==> config.mk <==
export PLATFORM = sky130hd
export DESIGN_NAME = irq_aggregator
export DESIGN_NICKNAME = d
export VERILOG_FILES = /design/src/rtl/irq_agg_pkg.sv /design/src/rtl/irq_reg_decode.sv /design/src/rtl/irq_mask_path.sv /design/src/rtl/irq_aggregator.sv
export SDC_FILE = /design/constraint.sdc
export NUM_CORES = 1
export LEC_CHECK = 0
export BUFFER_PORTS_ARGS = -buffer_cell sky130_fd_sc_hd__clkbuf_2
export CAP_MARGIN = 20
export CORE_AREA = 2 2 89 91
export CTS_CLUSTER_DIAMETER = 50
export DETAILED_ROUTE_END_ITERATION = 8
export DIE_AREA = 0 0 91 93
export PLACE_DENSITY = 0.86
export SETUP_SLACK_MARGIN = 0.02
export SLEW_MARGIN = 20
export SYNTH_ARGS = -nofsm -noshare
export SYNTH_HDL_FRONTEND = slang
export SYNTH_SLANG_ARGS = --single-unit
export TNS_END_PERCENT = 100
==> constraint.sdc <==
create_clock -name clk -period 2.13 [get_ports clk]
set_input_delay 0.1065 -clock clk [delete_from_list [all_inputs] [get_ports clk]]
set_output_delay 0.1065 -clock clk [all_outputs]
set_load 0.1 [all_outputs]
==> src/rtl/irq_agg_pkg.sv <==
package irq_agg_pkg;

    typedef enum logic [1:0] {
        REG_RAW    = 2'd0,
        REG_MASKED = 2'd1,
        REG_SET    = 2'd2,
        REG_CLR    = 2'd3
    } reg_sel_e;

    typedef enum logic {
        PATH_IRQ = 1'b0,
        PATH_FIQ = 1'b1
    } path_e;

    localparam int NUM_PATHS = 2;

    typedef struct packed {
        logic     path;
        reg_sel_e sel;
    } reg_addr_t;

    function automatic logic [31:0] mask_next32(
        input logic [31:0] cur,
        input logic [31:0] data,
        input logic        do_set,
        input logic        do_clr
    );
        logic [31:0] r;
        r = cur;
        if (do_set) r = r | data;
        if (do_clr) r = r & ~data;
        return r;
    endfunction

endpackage

==> src/rtl/irq_reg_decode.sv <==
module irq_reg_decode
    import irq_agg_pkg::*;
(
    input  logic                 bus_sel,
    input  logic                 bus_we,
    input  logic [2:0]           bus_addr,
    output logic [NUM_PATHS-1:0] set_we,
    output logic [NUM_PATHS-1:0] clr_we,
    output logic                 rd_path,
    output reg_sel_e             rd_reg,
    output logic                 rd_en,
    output logic                 err
);
    reg_addr_t ra;
    logic      status_reg;

    always_comb begin
        ra         = reg_addr_t'(bus_addr);
        status_reg = (ra.sel == REG_RAW) || (ra.sel == REG_MASKED);
        set_we     = '0;
        clr_we     = '0;
        if (bus_sel && bus_we) begin
            set_we[ra.path] = (ra.sel == REG_SET);
            clr_we[ra.path] = (ra.sel == REG_CLR);
        end
        rd_path = ra.path;
        rd_reg  = ra.sel;
        rd_en   = bus_sel && !bus_we && status_reg;
        err     = bus_sel && (bus_we ? status_reg : !status_reg);
    end
endmodule

==> src/rtl/irq_mask_path.sv <==
module irq_mask_path
    import irq_agg_pkg::*;
#(
    parameter int W = 32
) (
    input  logic         clk,
    input  logic         rst,
    input  logic [W-1:0] raw,
    input  logic         set_we,
    input  logic         clr_we,
    input  logic [W-1:0] wdata,
    output logic [W-1:0] en,
    output logic [W-1:0] masked,
    output logic         req_q
);
    logic [W-1:0] en_q;
    logic [W-1:0] en_nxt;

    always_comb begin
        en_nxt = en_q;
        if (set_we) en_nxt = en_nxt | wdata;
        if (clr_we) en_nxt = en_nxt & ~wdata;
    end

    always_ff @(posedge clk) begin
        if (rst) begin
            en_q  <= '0;
            req_q <= 1'b0;
        end else begin
            en_q  <= en_nxt;
            req_q <= |(raw & en_nxt);
        end
    end

    assign en     = en_q;
    assign masked = raw & en_q;
endmodule

==> src/rtl/irq_aggregator.sv <==
module irq_aggregator
    import irq_agg_pkg::*;
#(
    parameter int NUM_SRC = 32,
    parameter int NUM_TMR = 4,
    parameter int TMR_LSB = 8
) (
    input  logic               clk,
    input  logic               rst,
    input  logic [NUM_SRC-1:0] src_i,
    input  logic [NUM_TMR-1:0] tmr_i,
    input  logic               bus_sel,
    input  logic               bus_we,
    input  logic [2:0]         bus_addr,
    input  logic [NUM_SRC-1:0] bus_wdata,
    output logic [NUM_SRC-1:0] bus_rdata,
    output logic               bus_err,
    output logic               irq_o,
    output logic               fiq_o
);
    localparam int TMR_MSB = TMR_LSB + NUM_TMR - 1;

    logic [NUM_SRC-1:0]   raw;
    logic [NUM_PATHS-1:0] set_we;
    logic [NUM_PATHS-1:0] clr_we;
    logic                 rd_path;
    reg_sel_e             rd_reg;
    logic                 rd_en;
    logic [NUM_SRC-1:0]   en_arr     [NUM_PATHS];
    logic [NUM_SRC-1:0]   masked_arr [NUM_PATHS];
    logic [NUM_PATHS-1:0] req;
    logic [NUM_SRC-1:0]   en_irq;
    logic [NUM_SRC-1:0]   en_fiq;

    always_comb begin
        raw = src_i;
        for (int k = 0; k < NUM_TMR; k++) begin
            raw[TMR_LSB + k] = src_i[TMR_LSB + k] | tmr_i[k];
        end
    end

    irq_reg_decode u_dec (
        .bus_sel (bus_sel),
        .bus_we  (bus_we),
        .bus_addr(bus_addr),
        .set_we  (set_we),
        .clr_we  (clr_we),
        .rd_path (rd_path),
        .rd_reg  (rd_reg),
        .rd_en   (rd_en),
        .err     (bus_err)
    );

    for (genvar p = 0; p < NUM_PATHS; p++) begin : g_path
        irq_mask_path #(.W(NUM_SRC)) u_path (
            .clk   (clk),
            .rst   (rst),
            .raw   (raw),
            .set_we(set_we[p]),
            .clr_we(clr_we[p]),
            .wdata (bus_wdata),
            .en    (en_arr[p]),
            .masked(masked_arr[p]),
            .req_q (req[p])
        );
    end

    always_comb begin
        bus_rdata = '0;
        if (rd_en) begin
            bus_rdata = (rd_reg == REG_RAW) ? raw : masked_arr[rd_path];
        end
    end

    assign en_irq = en_arr[PATH_IRQ];
    assign en_fiq = en_arr[PATH_FIQ];
    assign irq_o  = req[PATH_IRQ];
    assign fiq_o  = req[PATH_FIQ];

    if (TMR_MSB >= NUM_SRC) begin : g_bad_cfg
        initial $error("timer field exceeds source width");
    end
endmodule

# Yosys cells after proc, flatten, opt, wreduce, memory -nomap -nowiden
# Cells that the tools add are included.
[op_classes]
n_reduce_logical = 11
n_bitwise = 16
magnitude_cmp = 3
eq_ne = 3
n_mux = 14
[ops]
columns = ["op", "count"]
rows = [
  ["32-bit two-way mux", 9],
  ["32-bit AND", 6],
  ["32-bit bitwise OR", 2],
  ["32-bit OR reduction", 2],
  ["32-bit NOT", 1],
  ["1-bit logical AND", 5],
  ["2-bit AND", 2],
  ["2-bit equality test, second input constant", 2],
  ["2-bit two-way mux", 2],
  ["1-bit bitwise OR", 4],
  ["2-bit by 1-bit equality test with 1-bit output, second input constant", 1],
  ["2-bit greater-or-equal comparator, second input constant", 1],
  ["1-bit logical NOT", 2],
  ["2-bit logical NOT", 1],
  ["1-bit by 2-bit less-than comparator with 1-bit output, second input constant", 1],
  ["1-bit two-way mux", 2],
  ["1-bit NOT with 2-bit output", 1],
  ["1-bit demux with 1-bit select", 1],
  ["1-bit greater-or-equal comparator, second input constant", 1],
  ["1-bit logical OR", 1],
]
[totals]
ff_bits = 66
output_inout_bits = 35
inputBits = 75

# Longest topological paths before layout
# Gate-level depths: netlist (run 1).
[logic_depth]
depth_word = 11
ltp_mapped = 9
depth_no_buf = 6

# Cells and area by module
# A second synthesis (run 1) with hierarchy kept.
[hier_totals]
hier_cells = 539
hier_area_um2 = 4588.2
[by_module_without_submodules]
columns = ["module", "area_per_inst_um2", "instances", "cells_each"]
rows = [
  ["irq_mask_path", 1761.7, 2, 203],
  ["irq_aggregator", 987.2, 1, 120],
  ["irq_reg_decode", 77.6, 1, 13],
]

# Least setup slack after synthesis (run 1)
# No wires, ideal clock.
[synth_path]
path_type = "input port to output port"
start = "in bus_addr[0]"
end = "out bus_rdata[10]"
setup_slack_ns = -0.489
arrival_ns = 2.512
stages = 6
path_cell_list = "buf_2 > buf_2 > or2_2 > clkbuf_1 > clkbuf_1 > a21oi_1"
[synth_between]
elab_chain_cells = 4
elab_cells_between_ends = 6
[synth_rtl]
columns = ["item", "line_no", "source"]
rows = [
  ["start, declared", "irq_aggregator.sv:14", "input logic [2:0] bus_addr,"],
  ["2-bit by 1-bit equality test with 1-bit output / 2-bit logical NOT (equally long branches)", "irq_reg_decode.sv:19, irq_aggregator.sv:71", ""],
  ["1-bit logical OR", "irq_reg_decode.sv:19", "status_reg = (ra.sel == REG_RAW) || (ra.sel == REG_MASKED);"],
  ["1-bit logical AND", "irq_reg_decode.sv:28", "rd_en = bus_sel && !bus_we && status_reg;"],
  ["32-bit two-way mux *", "irq_aggregator.sv:70", "if (rd_en) begin"],
  ["end, declared", "irq_aggregator.sv:16", "output logic [NUM_SRC-1:0] bus_rdata,"],
]
# Every way passes the cells marked *; elsewhere a longest branch is shown, timed or not.

# Worst setup path after layout (run 1)
[layout_path]
start = "in bus_we"
end = "reg g_path[0].u_path.req_q"
[layout_between]
elab_chain_cells = 7
elab_cells_between_ends = 8
[layout_rtl]
columns = ["item", "line_no", "source"]
rows = [
  ["start, declared", "irq_aggregator.sv:13", "input logic bus_we,"],
  ["1-bit logical AND *", "irq_reg_decode.sv:22", "if (bus_sel && bus_we) begin"],
  ["2-bit two-way mux", "irq_reg_decode.sv:22", ""],
  ["32-bit two-way mux", "irq_mask_path.sv:21", "if (set_we) en_nxt = en_nxt | wdata;"],
  ["32-bit AND", "irq_mask_path.sv:22", "if (clr_we) en_nxt = en_nxt & ~wdata;"],
  ["32-bit two-way mux *", "irq_mask_path.sv:22", ""],
  ["32-bit AND *", "irq_mask_path.sv:31", "req_q <= |(raw & en_nxt);"],
  ["32-bit OR reduction *", "irq_mask_path.sv:31", ""],
  ["end signal, assigned", "irq_mask_path.sv:31", ""],
  ["end, declared", "irq_mask_path.sv:14", "output logic req_q"],
]
# Marks and branches as above.
# A chain may end at the register's enable or synchronous reset.

==> flow_summary.ini, run 1 <==
[timing]
max_freq_ghz = 0.485
relSlewSlack_pct = 49.5
finalHoldViolations = 0
setup_viol = 0
setup_tns_ns = 0
period_needed_ns = 2.06
fin_ws_ns = 0.0682
skew_ns = 0.0112
worstMarginPinSlew_ns = 0.739
final.period_utilization_pct = 96.8
grt_setup_unrepaired = false
whs_ns = 0.00750
slew_violations = 0

[hold_path]
min_path_cells = 2
hp-start = bus_wdata[28]
hold_class = input pin to flop
hold_end = g_path[1].u_path.en[28]

[yosys]
synth_cell_types = 43
synth-xor-area-share_pct = 0.228
yosys_most_used_dff = dfxtp_1
yosysTopAreaCellShare_pct = 34.3
synth.net_count = 560
synthSimpleGateAreaFrac_pct = 17.6
synth_edf_count = 0
yosysTopAreaCell = dfxtp_1
synth_top_family_by_area = compound AO/OA/AOI/OAI gates
avgSynthCellArea_um2 = 7.94
synthTopCellsByCount = a21oi_1 (88), dfxtp_1 (66), nand2_1 (59)
async_flop_share_pct = 0
ys_ff_latch = 66
yosys-top-cells-area = dfxtp_1 (34%), a21oi_1 (11%), mux2i_1 (8.6%)
synthAdderAreaFrac_pct = 0
synth.most_common_cell = a21oi_1
ys_warn_count = 0
synth_compound_area_share_pct = 33.7
ys_seq_area_share_pct = 34.3
netlist_instances = 485
muxShareOfSynthArea_pct = 8.97
netlist_area_um2 = 3850

[critical_path]
r2r_cells = 5
crit_start = bus_we
cp.arrival_ns = 2.28
regToRegStartpoint = g_path[0].u_path.en[25]
cpLargestDelayFamily = compound AO/OA/AOI/OAI gates
setup.worst_path.start_class = input pin
worst_path_most_repeated_cell = a21oi_1
rrSetupSlack_ns = 0.35
path_max_fanout = 16
slowest_stage = a2111oi_0
critPathBufInv = 2
max_stage_delay_ns = 0.71
endpoint_kind = flop
setup.worst_path.class = input pin to flop
cp_cell_sequence = clkbuf_2 -> and4b_1 -> buf_4 -> a21oi_1 -> a21oi_1 -> a2111oi_0 -> and4_1 -> a41oi_1
r2r_end = g_path[0].u_path.req_q
crit_required_ns = 2.35

[clock_tree]
clock_sink_count = 66
ctsResizeCount = 0
clk_pin_slew_ns = 0.08
cts_max_level = 3
cts_root_buf = clkbuf_8
clk_path_buf_depth = 2
clock_latency_ns = 0.34
numCtsBuffers = 9
cts_tree = done

[placed_design]
pre_cts_slack_ns = -0.177
dp_hpwl_um = 9880
placed_cell_area_um2 = 5060
gp_congestion = 0.942
port_buffers = 109

[floorplanning]
pin_count = 110
start_util_pct = 51.1
core-area_um2 = 7530
num_rows = 32
die_h_um = 93
dieArea_um2 = 8460
dieWidth_um = 91

[finish]
antenna_cells = 0
drive_gt1_share_pct = 26.9
syn_to_final_growth_pct = 38.9
fin_nets = 673
final_area_um2 = 5350

[drt]
dr_total_vias = 4595
wl_per_cell_um = 19.7
routed_wl_um = 13900
drtAntennaViolNets = 0
firstDrtPassIters = 7
drc = 0
drt-initial-drc-count = 578
routed_via_density = 6.52

[global_route]
grt_overflow = 0
grt_pass1_wl_um = 22100
grt_usage_pct = 32.8
grt_pass1_vias = 4442
grt_max_degree = 38
antenna_found_initial = 0

[status]
status = complete, no violations

[power_and_ir_drop]
leakagePower_uw = 0.00208
vdd_drop_max_mv = 0.356
power_per_cell_area_nw_per_um2 = 584

[flow_run]
maxCapViolCount = 0
[flip-flops by register name, summed over array words and instances (netlist names)]
name / count
g_path.u_path.en: 64
g_path.u_path.req_q: 2
[worst reg2reg max path: cells and delay by family, from the launching register on]
family | cells | cell delay (ns)
AOI/OAI and AO/OA | 4 | 1.04
DFF | 1 | 0.33
and+or+nand+nor | 1 | 0.28
[layout by cell type, fill, tap and decap left out, types with 7 or more instances in the layout]
master / count
a21oi_1: 88
clkbuf_2: 77
dfxtp_1: 66
a22o_1: 11
o21ai_0: 21
a221oi_1: 8
buf_4: 23
a211oi_1: 32
clkbuf_8: 9
mux2i_1: 33
buf_12: 35
o22ai_1: 15
a31oi_1: 11
nand2_1: 59
nor2b_1: 44
a22oi_1: 7
nor2_1: 18
[worst max path at each step]
stage / endpoint / slack, ns / cells after the start
after floorplan: bus_rdata[10] / -0.49 / 6
after global placement: g_path[0].u_path.req_q / -0.14 / 8
after detailed placement: g_path[0].u_path.req_q / -0.18 / 8
after CTS: g_path[0].u_path.req_q / 0.19 / 8
after global routing: g_path[0].u_path.req_q / 0.05 / 8
final: g_path[0].u_path.req_q / 0.07 / 8
[through the flow]
stage                     std cells  total power [uW]  utilization (%)
after floorplan                 485              1600                -
after CTS                       705              3110             71.0
after global routing            705              3210             71.0
after global placement          685              1830             67.3
final                           705              3120             71.0
after detailed placement        685              1840             67.3
[cell type report]
cell class              instances  area [um^2]
clock buffers                   9          124
clock inverters                 7          118
fillers                       563         2180
inverters                       6         22.5
multi-input cells             376         2330
flip-flops and latches         66         1320
well taps                     102          128
repair buffers                139         1300
[kinds of logic (layout without fill, tap and decap cells)]
family / count (synthesis) / after routing
XOR/XNOR: 1 / 1
flip-flops: 66 / 66
buffers and inverters: 43 / 161
AO/OA/AOI/OAI: 207 / 207
AND/OR/NAND/NOR: 134 / 134
multiplexers: 34 / 34
[layer usage]
layer,vias up,global-route usage [%],share of wire (%)
met3,77,7.09,12
met1,2087,39.0,36
met5,-,0,0
met2,402,55.8,47
li1,2029,-,-
met4,0,17.0,4.9
[where the power goes]
| part | switching, uW | total, uW | internal [uW] |
|---|---|---|---|
| logic | 372 | 570 | 198 |
| clock network | 510 | 1280 | 775 |
| registers | 14.0 | 1270 | 1250 |
[what timing repair did]
item                      in CTS  in global routing
setup buffers                  0                  0
hold endpoints to repair       5                  0
hold buffers                   4                  0
No activity file was read; power rests on OpenSTA's default activity.
==> run 2: changes to the inputs <==
--- a/config.mk
+++ b/config.mk
@@ -11,6 +11,7 @@
 export CTS_CLUSTER_DIAMETER = 50
 export DETAILED_ROUTE_END_ITERATION = 8
 export DIE_AREA = 0 0 91 93
+export MAX_ROUTING_LAYER = met4
 export PLACE_DENSITY = 0.86
 export SETUP_SLACK_MARGIN = 0.02
 export SLEW_MARGIN = 20
==> run 2 against run 1 <==
Effect of this change:
- non-clock buffer count up 3
- final cell count up 0.43%
- utilization up 0.10 points
- wire length about the same
- hold slack better by 0.0027 ns
- clock power down 6%
- setup slack better by 0.14 ns
- clock skew down 0.0049 ns
- die area unchanged
- critical path type unchanged
- largest cell class unchanged
==> flow_summary.ini, run 2 (synthesized netlist as in run 1, its figures left out) <==
[critical_path]
crit_required_ns = 2.35
r2r_cells = 5
critical_path_cell_count = 8
critPathBufInv = 2
cp.arrival_ns = 2.14
rrSetupSlack_ns = 0.53
slowest_stage = a2111oi_0
max_stage_delay_ns = 0.58
r2r_end = g_path[0].u_path.req_q
setup.worst_path.class = input pin to flop
setup.worst_path.start_class = input pin
regToRegStartpoint = g_path[0].u_path.en[8]
crit_start = bus_addr[2]
cp_cell_sequence = clkbuf_2 -> and4b_1 -> buf_4 -> a21oi_1 -> a21oi_1 -> a2111oi_0 -> and4_1 -> a41oi_1
endpoint_kind = flop
cpLargestDelayFamily = compound AO/OA/AOI/OAI gates
cp-endpoint = g_path[0].u_path.req_q
path_max_fanout = 16
worst_path_most_repeated_cell = a21oi_1

[clock_tree]
clock_sink_count = 66
cts_tree = done
clk_path_buf_depth = 2
cts_root_buf = clkbuf_8
clk_pin_slew_ns = 0.07
ctsResizeCount = 0
numCtsBuffers = 9
cts_max_level = 3
clock_latency_ns = 0.35
post_cts_buffers = 0

[timing]
finalHoldViolations = 0
final.period_utilization_pct = 90.2
grt_setup_unrepaired = false
whs_ns = 0.0102
period_needed_ns = 1.92
worstMarginPinSlew_ns = 0.729
max_freq_ghz = 0.521
slew_violations = 0
fin_ws_ns = 0.209
setup_viol = 0
skew_ns = 0.00622
relSlewSlack_pct = 51.4

[finish]
final_area_um2 = 5350
antenna_cells = 0
multiInputGateArea_um2 = 2330
fin_nets = 676
final_cells = 708
seqCellArea_um2 = 1320
drive_gt1_share_pct = 26.6
syn_to_final_growth_pct = 39.1
n_fill_cell = 599
largest_reg_flops = 64
final_cell_mix = a21oi_1 (88), clkbuf_2 (77), dfxtp_1 (66)
final_common_cell = a21oi_1

[drt]
drc = 0
wl_per_cell_um = 19.6
dr_total_vias = 4521
routed_via_density = 6.39
drt-initial-drc-count = 408
drtAntennaViolNets = 0
firstDrtPassIters = 5
routed_wl_um = 13900

[global_route]
grt_pass1_wl_um = 22600
grt_usage_pct = 34.2
antenna_found_initial = 0
grt_overflow = 0
grt_max_degree = 67
grt_pass1_vias = 4574

[power_and_ir_drop]
leakagePower_uw = 0.00209
vdd_drop_max_mv = 0.273
total_power_uw = 3030
power_per_cell_area_nw_per_um2 = 567

[hold_path]
hold_class = input pin to flop

[placed_design]
placed_cell_area_um2 = 5060
port_buffers = 109
pre_cts_slack_ns = -0.106
dp_hpwl_um = 9760
gp_congestion = 0.983
dp_cells = 685

[floorplanning]
start_util_pct = 51.1
pin_count = 110
num_rows = 32
dieArea_um2 = 8460
core-area_um2 = 7530
dieWidth_um = 91
die_h_um = 93

[status]
status = complete, no violations

[flow_run]
maxCapViolCount = 0
## run 2: cell types whose count changed in the layout (fill, tap and decap cells not counted)
| cell | previous run | this run |
|---|---|---|
| dlygate4sd3_1 | 4 | 7 |
| bufinv_16 | 3 | 2 |
| clkinvlp_4 | 3 | 1 |
| clkbuf_1 | 0 | 1 |
| clkinv_2 | 1 | 2 |
| clkbuf_8 | 9 | 10 |
## run 2: worst min-delay path by stage
stage                             start                      end  slack (ns)  cells after the start
final                     bus_wdata[28]  g_path[1].u_path.en[28]        0.01                      2
after global routing       bus_wdata[2]   g_path[1].u_path.en[2]        0.02                      2
after CTS                 bus_wdata[28]  g_path[1].u_path.en[28]       0.001                      2
after detailed placement  bus_wdata[24]  g_path[1].u_path.en[24]        0.35                      2
after global placement    bus_wdata[16]  g_path[1].u_path.en[16]        0.35                      2
after floorplan           bus_wdata[10]  g_path[0].u_path.en[10]        0.20                      1
## run 2: where the power goes
group | switching (uW) | leakage, uW | internal [uW]
registers | 13.4 | 0.000533 | 1250
logic | 370 | 0.00145 | 201
clock network | 508 | 0.000109 | 688
## run 2: routing by layer
metal	up-vias	GRT usage (%)	wire, um
met5	-	-	0
met4	0	17.9	452
met3	55	5.72	1320
met2	289	55.3	6690
met1	2142	41.2	5400
li1	2035	-	-
## run 2: repair_timing
item | in CTS | in global routing
setup endpoints to repair | 0 | 0
endpoints found under the hold margin | 8 | 0
hold buffers | 7 | 0
## run 2: metrics by stage
stage	TNS [ns]	utilization, %
finish	0	71.1
global route	0	71.1
CTS	0	71.1
detailed placement	-0.106	67.3
global placement	-0.131	67.3
floorplan	-15.49	-
## run 2: cell type report
type                    instances  share of cell area, %
clock buffers                  11                   2.64
clock inverters                 5                   1.45
inverters                       6                  0.421
multi-input cells             376                   43.6
flip-flops and latches         66                   24.7
well taps                     102                   2.38
repair buffers                142                   24.8
==> run 3: changes to the inputs <==
--- a/config.mk
+++ b/config.mk
@@ -5,12 +5,13 @@
 export SDC_FILE = /design/constraint.sdc
 export NUM_CORES = 1
 export LEC_CHECK = 0
+export ABC_AREA = 1
 export BUFFER_PORTS_ARGS = -buffer_cell sky130_fd_sc_hd__clkbuf_2
 export CAP_MARGIN = 20
-export CORE_AREA = 2 2 89 91
+export CORE_AREA = 5 5 96 98
 export CTS_CLUSTER_DIAMETER = 50
 export DETAILED_ROUTE_END_ITERATION = 8
-export DIE_AREA = 0 0 91 93
+export DIE_AREA = 0 0 101 103
 export MAX_ROUTING_LAYER = met4
 export PLACE_DENSITY = 0.86
 export SETUP_SLACK_MARGIN = 0.02
@@ -18,4 +19,4 @@
 export SYNTH_ARGS = -nofsm -noshare
 export SYNTH_HDL_FRONTEND = slang
 export SYNTH_SLANG_ARGS = --single-unit
-export TNS_END_PERCENT = 100
+export TNS_END_PERCENT = 10
==> run 3 against run 2 <==
Effect of this change:
- register-to-register slack improved by 0.45 ns
- final area grew 5.6%
- first-iteration DRC count fell by 19%
- clock power shrank 12%
- utilization is 3.7 points lower
- non-clock buffer count decreased by 16
- synthesized area rose by 12%
- critical path type is now input pin to output port
==> flow_summary.ini, run 3 <==
[power_and_ir_drop]
total_power_uw = 2880
leakagePower_uw = 0.00254
vdd_drop_max_mv = 0.324
power_per_cell_area_nw_per_um2 = 509

[clock_tree]
numCtsBuffers = 9
clk_pin_slew_ns = 0.07
cts_hold_buf = 0
cts_tree = done
cts_root_buf = clkbuf_8
clock_latency_ns = 0.35
clk_path_buf_depth = 2
post_cts_buffers = 0
cts_max_level = 3
clock_sink_count = 66
ctsResizeCount = 0

[global_route]
grt_overflow = 0
grt_max_degree = 67
antenna_found_initial = 0
grt_usage_pct = 27.1
grt_pass1_vias = 4971
grt_pass1_wl_um = 22100

[floorplanning]
core-area_um2 = 8380
start_util_pct = 51.3
die_h_um = 103
dieWidth_um = 101
dieArea_um2 = 10400
pin_count = 110
num_rows = 34

[critical_path]
rrSetupSlack_ns = 0.98
regToRegStartpoint = g_path[0].u_path.en[2]
crit_start = bus_addr[0]
setup.worst_path.start_class = input pin
r2r_cells = 8
endpoint_kind = output port
cp-endpoint = bus_rdata[8]
cp.arrival_ns = 1.56
path_max_fanout = 32
crit_required_ns = 2.02
r2r_end = g_path[0].u_path.req_q
setup.worst_path.class = input pin to output port

[finish]
final_cell_mix = nand2_1 (213), nand3_1 (163), nor2_1 (118)
drive_gt1_share_pct = 17.7
fin_util_pct = 67.5
final_area_um2 = 5650
fin_nets = 926
largest_reg_flops = 64
final_common_cell = nand2_1
syn_to_final_growth_pct = 31.6
antenna_cells = 0

[yosys]
yosys-top-cells-area = dfxtp_1 (31%), nand3_1 (19%), nand2_1 (19%)
netlist_instances = 756
synth_top_family_by_area = simple AND/OR/NAND/NOR gates
ys_ff_latch = 66
synth_cell_types = 21
ys_seq_area_share_pct = 30.7
synthSimpleGateAreaFrac_pct = 49.2
avgSynthCellArea_um2 = 5.69
synth_edf_count = 0
netlist_area_um2 = 4300
muxShareOfSynthArea_pct = 0
synthTopCellsByCount = nand2_1 (213), nand3_1 (163), nor2_1 (121)
async_flop_share_pct = 0
yosys_most_used_dff = dfxtp_1
yosysTopAreaCellShare_pct = 30.7
synth.net_count = 831
yosysTopAreaCell = dfxtp_1
ys_warn_count = 0
synthAdderAreaFrac_pct = 0
synth_compound_area_share_pct = 9.55
synth-xor-area-share_pct = 0
synth.most_common_cell = nand2_1

[timing]
slew_violations = 0
setup_viol = 0
period_needed_ns = 1.66
setup_tns_ns = 0
worstMarginPinSlew_ns = 0.745
fin_ws_ns = 0.466
finalHoldViolations = 0
max_freq_ghz = 0.601
final.period_utilization_pct = 78.1
relSlewSlack_pct = 50.3
grt_setup_unrepaired = false
skew_ns = 0.00526

[drt]
dr_total_vias = 5259
routed_wl_um = 13300
routed_via_density = 5.46
drtAntennaViolNets = 0
drc = 0
drt-initial-drc-count = 331
wl_per_cell_um = 13.8
firstDrtPassIters = 5

[placed_design]
placed_cell_area_um2 = 5470
pre_cts_slack_ns = 0.405
port_buffers = 109
dp_hpwl_um = 9270
gp_congestion = 0.942

[flow_run]
maxCapViolCount = 0

[hold_path]
min_path_cells = 4
hold_class = input pin to flop

[status]
status = complete, no violations
[run 3: cell count changes after synthesis, sizes merged, moves of 18 or more]
cell / change
a211oi: -28
a21oi: -29
inv: +62
mux2i: -33
nand2: +156
nand3: +163
nor2: +102
nor2b: -44
o21ai: -18
[run 3: area by class of cell]
class	instances	area [um^2]
inverter	69	260
fill	715	2730
clock buffer	12	145
tap	108	135
sequential	66	1320
multi-input combinational	579	2550
timing repair buffer	126	1200
clock inverter	3	40.0
[run 3: per-stage QoR]
stage          hold WS [ns]  std cells
6_report             0.0591        963
5_1_grt              0.0862        963
2_1_floorplan         0.280        756
3_5_place_dp          0.421        948
4_1_cts              0.0636        963
3_3_place_gp          0.417        948
[run 3: worst min path at each step]
stage	from	end
2_1_floorplan	bus_wdata[15]	g_path[0].u_path.en[15]
3_3_place_gp	bus_wdata[23]	g_path[0].u_path.en[23]
3_5_place_dp	bus_wdata[23]	g_path[0].u_path.en[23]
4_1_cts	bus_wdata[23]	g_path[0].u_path.en[23]
5_1_grt	bus_wdata[17]	g_path[0].u_path.en[17]
6_report	bus_wdata[23]	g_path[0].u_path.en[23]
[run 3: kinds of logic (layout without fill, tap and decap cells)]
logic type	Yosys count	in the layout
buffers and inverters	111	210
flip-flops	66	66
AO/OA/AOI/OAI	76	76
AND/OR/NAND/NOR	503	503
[run 3: worst max-delay path, cell delays in order]
cell and delay, ns:
clkbuf_2 0.12, or2_2 0.60, a211oi_1 0.49, buf_12 0.23
[run 3: power breakdown]
part / total [uW] / switching (uW) / leakage [uW] / internal (uW)
sequential: 1260 / 8.82 / 0.000533 / 1250
combinational: 551 / 389 / 0.00191 / 161
clock: 1060 / 498 / 0.0000962 / 564
[run 3: metal layers]
metal	GRT usage, %	vias up	routed length [um]
met5	-	-	0
met4	11.9	0	354
met3	4.80	42	1220
met2	43.2	268	6200
met1	33.6	2335	5530
li1	-	2614	-
